**src/rtl/tile_addr_pkg.sv**
```systemverilog
package tile_addr_pkg;
  localparam int COORD_W = 13;
  localparam int PITCH_W = 14;
  localparam int OFF_W   = 32;
  localparam int TILE_LOG2 = 12;

  typedef enum logic [1:0] {
    LAY_LINEAR  = 2'd0,
    LAY_WIDE    = 2'd1,
    LAY_TALL    = 2'd2,
    LAY_LINEAR2 = 2'd3
  } layout_e;

  typedef enum logic [1:0] {
    SWZ_OFF  = 2'd0,
    SWZ_TWO  = 2'd1,
    SWZ_FULL = 2'd2,
    SWZ_OFF2 = 2'd3
  } swz_e;
endpackage

```
**src/rtl/tile_coord_prep.sv**
```systemverilog
module tile_coord_prep #(
  parameter int COORD_W = 13,
  localparam int ABS_W  = COORD_W + 1,
  localparam int BCOL_W = ABS_W + 2
) (
  input  logic [COORD_W-1:0] px_x,
  input  logic [COORD_W-1:0] px_y,
  input  logic [COORD_W-1:0] org_x,
  input  logic [COORD_W-1:0] org_y,
  input  logic               wide_px,
  output logic [ABS_W-1:0]   abs_x,
  output logic [ABS_W-1:0]   abs_y,
  output logic [BCOL_W-1:0]  byte_col
);
  always_comb begin
    abs_x = ABS_W'(px_x) + ABS_W'(org_x);
    abs_y = ABS_W'(px_y) + ABS_W'(org_y);
    if (wide_px) byte_col = {abs_x, 2'b00};
    else         byte_col = {1'b0, abs_x, 1'b0};
  end
endmodule

```
**src/rtl/tile_geom.sv**
```systemverilog
module tile_geom
  import tile_addr_pkg::*;
#(
  parameter int COORD_W = 13,
  parameter int PITCH_W = 14,
  parameter int OFF_W   = 32,
  parameter bit TALL    = 1'b0,
  localparam int ABS_W  = COORD_W + 1,
  localparam int BCOL_W = ABS_W + 2,
  localparam int COL_SHIFT = TALL ? 7 : 9,
  localparam int ROW_SHIFT = TALL ? 5 : 3
) (
  input  logic [ABS_W-1:0]     abs_y,
  input  logic [BCOL_W-1:0]    byte_col,
  input  logic [PITCH_W-1:0]   pitch,
  input  logic                 wide_px,
  input  logic [1:0]           swz_sel,
  output logic [TILE_LOG2-1:0] intile_raw,
  output logic [TILE_LOG2-1:0] intile_swz,
  output logic [OFF_W-1:0]     tiled_off
);
  logic       flip6;
  logic [OFF_W-1:0] pitch_bytes, stride, col_idx, row_idx, tile_base;

  generate
    if (TALL) begin : g_tall
      always_comb begin
        intile_raw = {byte_col[6:4], abs_y[4:0], byte_col[3:0]};
        flip6 = (swz_e'(swz_sel) == SWZ_TWO) ? intile_raw[9] : 1'b0;
      end
    end else begin : g_wide
      always_comb begin
        intile_raw = {abs_y[2:0], byte_col[8:0]};
        unique case (swz_e'(swz_sel))
          SWZ_TWO:  flip6 = intile_raw[9] ^ intile_raw[10];
          SWZ_FULL: flip6 = intile_raw[9] ^ intile_raw[10] ^ intile_raw[11];
          default:  flip6 = 1'b0;
        endcase
      end
    end
  endgenerate

  always_comb begin
    intile_swz  = intile_raw ^ (TILE_LOG2'(flip6) << 6);
    pitch_bytes = wide_px ? (OFF_W'(pitch) << 2) : (OFF_W'(pitch) << 1);
    stride      = pitch_bytes << ROW_SHIFT;
    col_idx     = OFF_W'(byte_col >> COL_SHIFT);
    row_idx     = OFF_W'(abs_y >> ROW_SHIFT);
    tile_base   = (col_idx << TILE_LOG2) + row_idx * stride;
    tiled_off   = tile_base + OFF_W'(intile_swz);
  end
endmodule

```
**src/rtl/tile_addr_xlate.sv**
```systemverilog
module tile_addr_xlate
  import tile_addr_pkg::*;
#(
  parameter int COORD_W = tile_addr_pkg::COORD_W,
  parameter int PITCH_W = tile_addr_pkg::PITCH_W,
  parameter int OFF_W   = tile_addr_pkg::OFF_W,
  localparam int ABS_W  = COORD_W + 1,
  localparam int BCOL_W = ABS_W + 2,
  localparam int N_GEOM = 2
) (
  input  logic               clk,
  input  logic               rst_n,
  input  logic               in_valid,
  input  logic [COORD_W-1:0] px_x,
  input  logic [COORD_W-1:0] px_y,
  input  logic [COORD_W-1:0] org_x,
  input  logic [COORD_W-1:0] org_y,
  input  logic               wide_px,
  input  logic [PITCH_W-1:0] pitch,
  input  logic [1:0]         layout,
  input  logic [1:0]         swz_sel,
  output logic               out_valid,
  output logic [OFF_W-1:0]   byte_off
);
  logic [ABS_W-1:0]  abs_x, abs_y;
  logic [BCOL_W-1:0] byte_col;
  logic [TILE_LOG2-1:0] g_raw [N_GEOM];
  logic [TILE_LOG2-1:0] g_swz [N_GEOM];
  logic [OFF_W-1:0]     g_off [N_GEOM];
  logic [OFF_W-1:0] lin_pix, lin_off, sel_off, off_d;
  logic             vld_d;

  tile_coord_prep #(.COORD_W(COORD_W)) u_prep (
    .px_x(px_x), .px_y(px_y), .org_x(org_x), .org_y(org_y),
    .wide_px(wide_px), .abs_x(abs_x), .abs_y(abs_y), .byte_col(byte_col)
  );

  // index 0 = wide tile, index 1 = tall tile
  for (genvar g = 0; g < N_GEOM; g++) begin : g_geom
    tile_geom #(
      .COORD_W(COORD_W), .PITCH_W(PITCH_W), .OFF_W(OFF_W), .TALL(g == 1)
    ) u_geom (
      .abs_y(abs_y), .byte_col(byte_col), .pitch(pitch), .wide_px(wide_px),
      .swz_sel(swz_sel), .intile_raw(g_raw[g]), .intile_swz(g_swz[g]),
      .tiled_off(g_off[g])
    );
  end

  always_comb begin
    lin_pix = OFF_W'(abs_y) * OFF_W'(pitch) + OFF_W'(abs_x);
    lin_off = wide_px ? (lin_pix << 2) : (lin_pix << 1);
    unique case (layout_e'(layout))
      LAY_WIDE: sel_off = g_off[0];
      LAY_TALL: sel_off = g_off[1];
      default:  sel_off = lin_off;
    endcase
    vld_d = in_valid;
    off_d = in_valid ? sel_off : byte_off;
  end

  always_ff @(posedge clk or negedge rst_n) begin
    if (!rst_n) begin
      out_valid <= 1'b0;
      byte_off  <= '0;
    end else begin
      out_valid <= vld_d;
      byte_off  <= off_d;
    end
  end

  // strobe latency and hold
  p_vld_follow_r9: assert property (@(posedge clk) disable iff (!rst_n)
    in_valid |=> out_valid);
  p_vld_idle_r9: assert property (@(posedge clk) disable iff (!rst_n)
    !in_valid |=> !out_valid);
  p_off_hold_r9: assert property (@(posedge clk) disable iff (!rst_n)
    !in_valid |=> $stable(byte_off));
  // swizzle touches only in-tile bit 6, in both geometries
  p_swz_bit6_wide_r8: assert property (@(posedge clk) disable iff (!rst_n)
    in_valid |-> ((g_raw[0] ^ g_swz[0]) & ~TILE_LOG2'(12'h040)) == '0);
  p_swz_bit6_tall_r8: assert property (@(posedge clk) disable iff (!rst_n)
    in_valid |-> ((g_raw[1] ^ g_swz[1]) & ~TILE_LOG2'(12'h040)) == '0);
  // select 0 or 3 leaves both in-tile offsets untouched
  p_swz_off_r5: assert property (@(posedge clk) disable iff (!rst_n)
    (in_valid && (swz_sel == 2'd0 || swz_sel == 2'd3))
      |-> (g_raw[0] == g_swz[0] && g_raw[1] == g_swz[1]));
  // tall tile ignores select 2
  p_tall_full_r7: assert property (@(posedge clk) disable iff (!rst_n)
    (in_valid && swz_sel == 2'd2) |-> g_raw[1] == g_swz[1]);
endmodule

```
**config.mk**
```make
export PLATFORM = sky130hd
export DESIGN_NAME = tile_addr_xlate
export DESIGN_NICKNAME = d
export VERILOG_FILES = /design/src/rtl/tile_addr_pkg.sv /design/src/rtl/tile_coord_prep.sv /design/src/rtl/tile_geom.sv /design/src/rtl/tile_addr_xlate.sv
export SDC_FILE = /design/constraint.sdc
export NUM_CORES = 1
export LEC_CHECK = 0
export ABC_CLOCK_PERIOD_IN_PS = 1300
export BUFFER_PORTS_ARGS = -buffer_cell sky130_fd_sc_hd__buf_2
export CAP_MARGIN = 25
export CORE_ASPECT_RATIO = 0.8
export CORE_MARGIN = 10
export CORE_UTILIZATION = 65
export DETAILED_ROUTE_END_ITERATION = 10
export PLACE_DENSITY = 0.84
export SYNTH_ARGS = -nofsm -noshare
export SYNTH_HDL_FRONTEND = slang
export SYNTH_SLANG_ARGS = --single-unit
```
**constraint.sdc**
```tcl
create_clock -name clk -period 1.3 [get_ports clk]
set_clock_uncertainty 0.05 [all_clocks]
set_input_delay 0.065 -clock clk [delete_from_list [all_inputs] [get_ports clk]]
set_output_delay 0.065 -clock clk [all_outputs]
set_load 0.02 [all_outputs]
```
==> results of run 1 <==
[cells in the mapped netlist, types with 6 or more instances]
library cell	n
o21a_1	26
nand4_1	20
o211ai_1	18
nor3_1	39
a21o_1	43
o21bai_1	17
o21ai_1	6
nand3_1	62
xor2_1	48
a22oi_1	6
o21ai_0	81
a31oi_1	11
xnor2_1	60
or3_1	14
a211o_1	13
fa_1	295
mux2i_1	36
clkbuf_1	93
inv_1	381
nor2b_1	21
a221oi_1	12
buf_2	7
and3_1	26
ha_1	238
mux2_2	33
and2_1	66
buf_1	8
nand2_1	290
nand2b_1	41
a21oi_1	92
a211oi_1	26
nor2_1	129
dfrtp_1	32
nor4_1	7
[stage by stage]
step                worst slack [ns]  instance area [um2]  instances  hold WS [ns]
floorplan                      -6.68                20200       2415        -0.281
global placement               -7.03                25200       3393       -0.0661
detailed placement             -7.26                25200       3393       -0.0610
CTS                            -6.63                26900       3447        0.0361
[cell families after synthesis]
kind of cell / share of synthesized area, %
compound gates: 14.7
xor+xnor: 4.79
fa+ha+maj: 45.0
buf+inv: 9.59
flops: 4.06
mux: 3.71
other cells: 0.0190
simple gates: 18.1
[layer usage]
metal | global-route usage (%) | GRT overflow
met5 | 22.7 | 1
met4 | 69.8 | 42
met1 | 68.8 | 2
met2 | 85.2 | 44
met3 | 59.5 | 1
[timing repair]
| item | 4_1_cts |
|---|---|
| pin swaps | 134 |
| endpoints found under the setup margin | 31 |
| setup buffers | 51 |
| cloned | 1 |
| hold buffers | 1 |
| resized for setup | 262 |
| endpoints found under the hold margin | 32 |
==> impl_metrics.toml, run 1 <==
[run_status]
status = "stopped before the end"
lastStage = "global routing"
toolErrorMsg = "[ERROR GRT-0232] Routing congestion too high. Check the congestion heatmap in the GUI."

[cts]
cts_root_buf = "clkbuf_16"
htree_levels = 2
cts.sinks = 32
cts_buffer_depth = 2
cts_made_buffers = 5

[logic_synthesis]
synth_top_area_share_pct = 29.9
syn-cell-area_um2 = 19700
ys_seq_area_share_pct = 4.06
synth-async-reset-ratio_pct = 100
yosys.cell_types.count = 90
syn_nets = 3022
synth_warnings = 0
yosysTopAreaCell = "fa_1"
ys_seq_elements = 32
synth_edf_count = 0
synth_area_leaders = "fa_1, ha_1, inv_1"
synth_area_per_cell_um2 = 8.17
syn_inst = 2415
synthFlopType = "dfrtp_1"

[floorplan]
num_rows = 56
boundaryPins = 107
start_util_pct = 66.6
die_w_um = 215
die_h_um = 176

[timing]
worstEndpointType = "sequential cell input"
worst_endpoint = "byte_off[30]$_DFFE_PN0P_/D"

[grt]
grt-ovfl-total = 90
grt_max_degree = 50
grt.total_usage_pct = 70.3

[placement]
place_hpwl_um = 61700
io_buffers = 105
place_congestion = 1.03
==> run 2: changes to the inputs <==
--- a/config.mk
+++ b/config.mk
@@ -8,11 +8,10 @@
 export ABC_CLOCK_PERIOD_IN_PS = 1300
 export BUFFER_PORTS_ARGS = -buffer_cell sky130_fd_sc_hd__buf_2
 export CAP_MARGIN = 25
-export CORE_ASPECT_RATIO = 0.8
 export CORE_MARGIN = 10
-export CORE_UTILIZATION = 65
+export CORE_UTILIZATION = 40
 export DETAILED_ROUTE_END_ITERATION = 10
-export PLACE_DENSITY = 0.84
+export PLACE_DENSITY_LB_ADDON = 0.15
 export SYNTH_ARGS = -nofsm -noshare
 export SYNTH_HDL_FRONTEND = slang
 export SYNTH_SLANG_ARGS = --single-unit
==> impl_metrics.toml, run 2 <==
[run_status]
status = "finished with violations"
violations = "negative setup slack"

[placement]
place_congestion = 0.935
io_buffers = 105
place_area_um2 = 25700
dp_slack_ns = -7.14
place_hpwl_um = 60800

[worst_setup_path]
crit_path_end = "byte_off[28]"
r2r-start = "byte_off[30]"
cpMostUsedCell = "fa_1"
start_kind = "input port"
cp.depth = 38
path_class = "in2reg"
cpPeakStageDelay_ns = 0.58
worstSetupStartpoint = "px_y[1]"
crit_slowest_cell = "fa_1"
cp_num_buf_inv = 7
worstPathArrival_ns = 8.21
critPathRequiredTime_ns = 1.41
worst_setup_path_end_kind = "register"
crit_fanout = 5
r2r_cells = 4
rrSetupSlack_ns = 0.08
r2r_end = "byte_off[30]"
path_delay_family = "adder cells"

[floorplan]
die_w_um = 242
num_rows = 81
start_util_pct = 40.4
die_h_um = 242
dieArea_um2 = 58600
core_area_um2 = 48800
boundaryPins = 107

[detailed_routing]
highest_layer = "met4"
dr_wl_met2_um = 33600
routed_wl_um = 70800
via_per_inst = 5.20
drc = 0
drt_iter0_drc = 1194
routed-via-count = 19400
ant_nets = 0
route.met3.wl_um = 3860
wl_met1_um = 31800
drtPass1Iterations = 5
wl_per_cell_um = 19.0

[timing]
fin_hold_ws_ns = 0.00770
setup_tns_ns = -164.85
max_freq_ghz = 0.123
slew-limit-headroom_pct = 50.7
final_hold_viol_count = 0
rsz0062_at_grt = "yes"
min_period_ns = 8.10
maxSlewViolCount = 0
tightest_slew_ns = 0.732
setup_viol = 30
period_share_pct = 623
final.setup.worst_slack_ns = -6.80

[logic_synthesis]
synthTopCellsByCount = "inv_1, fa_1, nand2_1, ha_1, nor2_1"
synth_area_leaders = "fa_1, ha_1, inv_1"
synth.most_common_cell = "inv_1"
synth-async-reset-ratio_pct = 100
syn_nets = 3022
synth_top_area_share_pct = 29.9
yosys.cell_types.count = 90
synth_area_per_cell_um2 = 8.17
synth_warnings = 0
synthFlopType = "dfrtp_1"
synth_edf_count = 0
syn-cell-area_um2 = 19700
ys_seq_area_share_pct = 4.06
ys_seq_elements = 32
yosysTopAreaCell = "fa_1"
syn_inst = 2415

[min_path]
whs_path_depth = 1
hp-class = "in2reg"

[finish]
largest_reg_flops = 31
final_cell_mix = "buf_4, inv_1, fa_1"
top_regs = "byte_off: 31 flops, out_valid: 1 flops"
regMostFlops = "byte_off"
antennaDiodeCount = 0
synthToLayoutAreaGrowth_pct = 40.5
drive_above_1_share_pct = 34.2
nets = 3676
fillers = 4605
final_area_um2 = 27700
layout_commonest_cell = "buf_4"

[cts]
cts.sinks = 32
cts_tree = "done"
cts_root_buf = "clkbuf_16"
cts_buffer_depth = 2
insertion_delay_ns = 0.29
htree_levels = 2
cts_made_buffers = 5
path_clk_slew_ns = 0.06

[grt]
grt_pass1_wl_um = 112000
grt_pass1_vias = 20300
grt_max_degree = 44
antenna_found_initial = 0
grt-ovfl-total = 0
grt.total_usage_pct = 23.7

[job]
drv_cap = 0
==> run 2: cell counts after synthesis <==
No cell type changed its count.
==> run 2: how the worst min path moves through the flow <==
stage	startpoint	to	slack (ns)
floorplan	rst_n	byte_off[10]	-0.28
global placement	rst_n	byte_off[9]	-0.06
detailed placement	rst_n	byte_off[9]	-0.05
CTS	in_valid	out_valid	0.006
global route	in_valid	out_valid	0.02
finish	in_valid	out_valid	0.008
==> run 2: area by class of cell <==
class | count | area, um2 | area share [%]
multi-input cells | 1886 | 18600 | 67.2
repair buffers | 760 | 5850 | 21.1
inverters | 384 | 1450 | 5.23
well taps | 664 | 831 | 3.00
flip-flops and latches | 32 | 801 | 2.89
clock buffers | 5 | 125 | 0.451
clock inverters | 3 | 42.5 | 0.153
==> run 2: timing repair <==
action	4_1_cts	5_1_grt
hold buffers	1	0
pin swaps	60	108
gates cloned	0	0
setup endpoints to repair	31	31
endpoints found under the hold margin	32	0
resized for setup	164	127
setup buffers	25	26
==> run 2: cells by family after synthesis <==
kind of cell,Yosys count,share of synthesized area (%)
xor gates and xnor gates,108,4.79
DFF,32,4.06
other,1,0.0190
buffers and inverters,497,9.59
adders and majority gates,533,45.0
AOI/OAI and AO/OA,426,14.7
and+or+nand+nor,749,18.1
muxes,69,3.71
==> run 2: routing by layer <==
| layer | track usage (%) | up-vias |
|---|---|---|
| li1 | - | 9259 |
| met1 | 32.4 | 9594 |
| met2 | 39.6 | 480 |
| met3 | 2.91 | 77 |
| met4 | 4.85 | 0 |
| met5 | 0 | - |
==> run 2: per-stage QoR <==
step                util [%]  std cells
floorplan                  -       2415
global placement        52.7       3677
detailed placement      52.7       3677
CTS                     55.2       3710
global route            56.7       3734
finish                  56.7       3734
Power of run 2 is left out: the tool's default activity adds up to more than one toggle a clock period on the data nets, which glitch-free logic cannot reach.
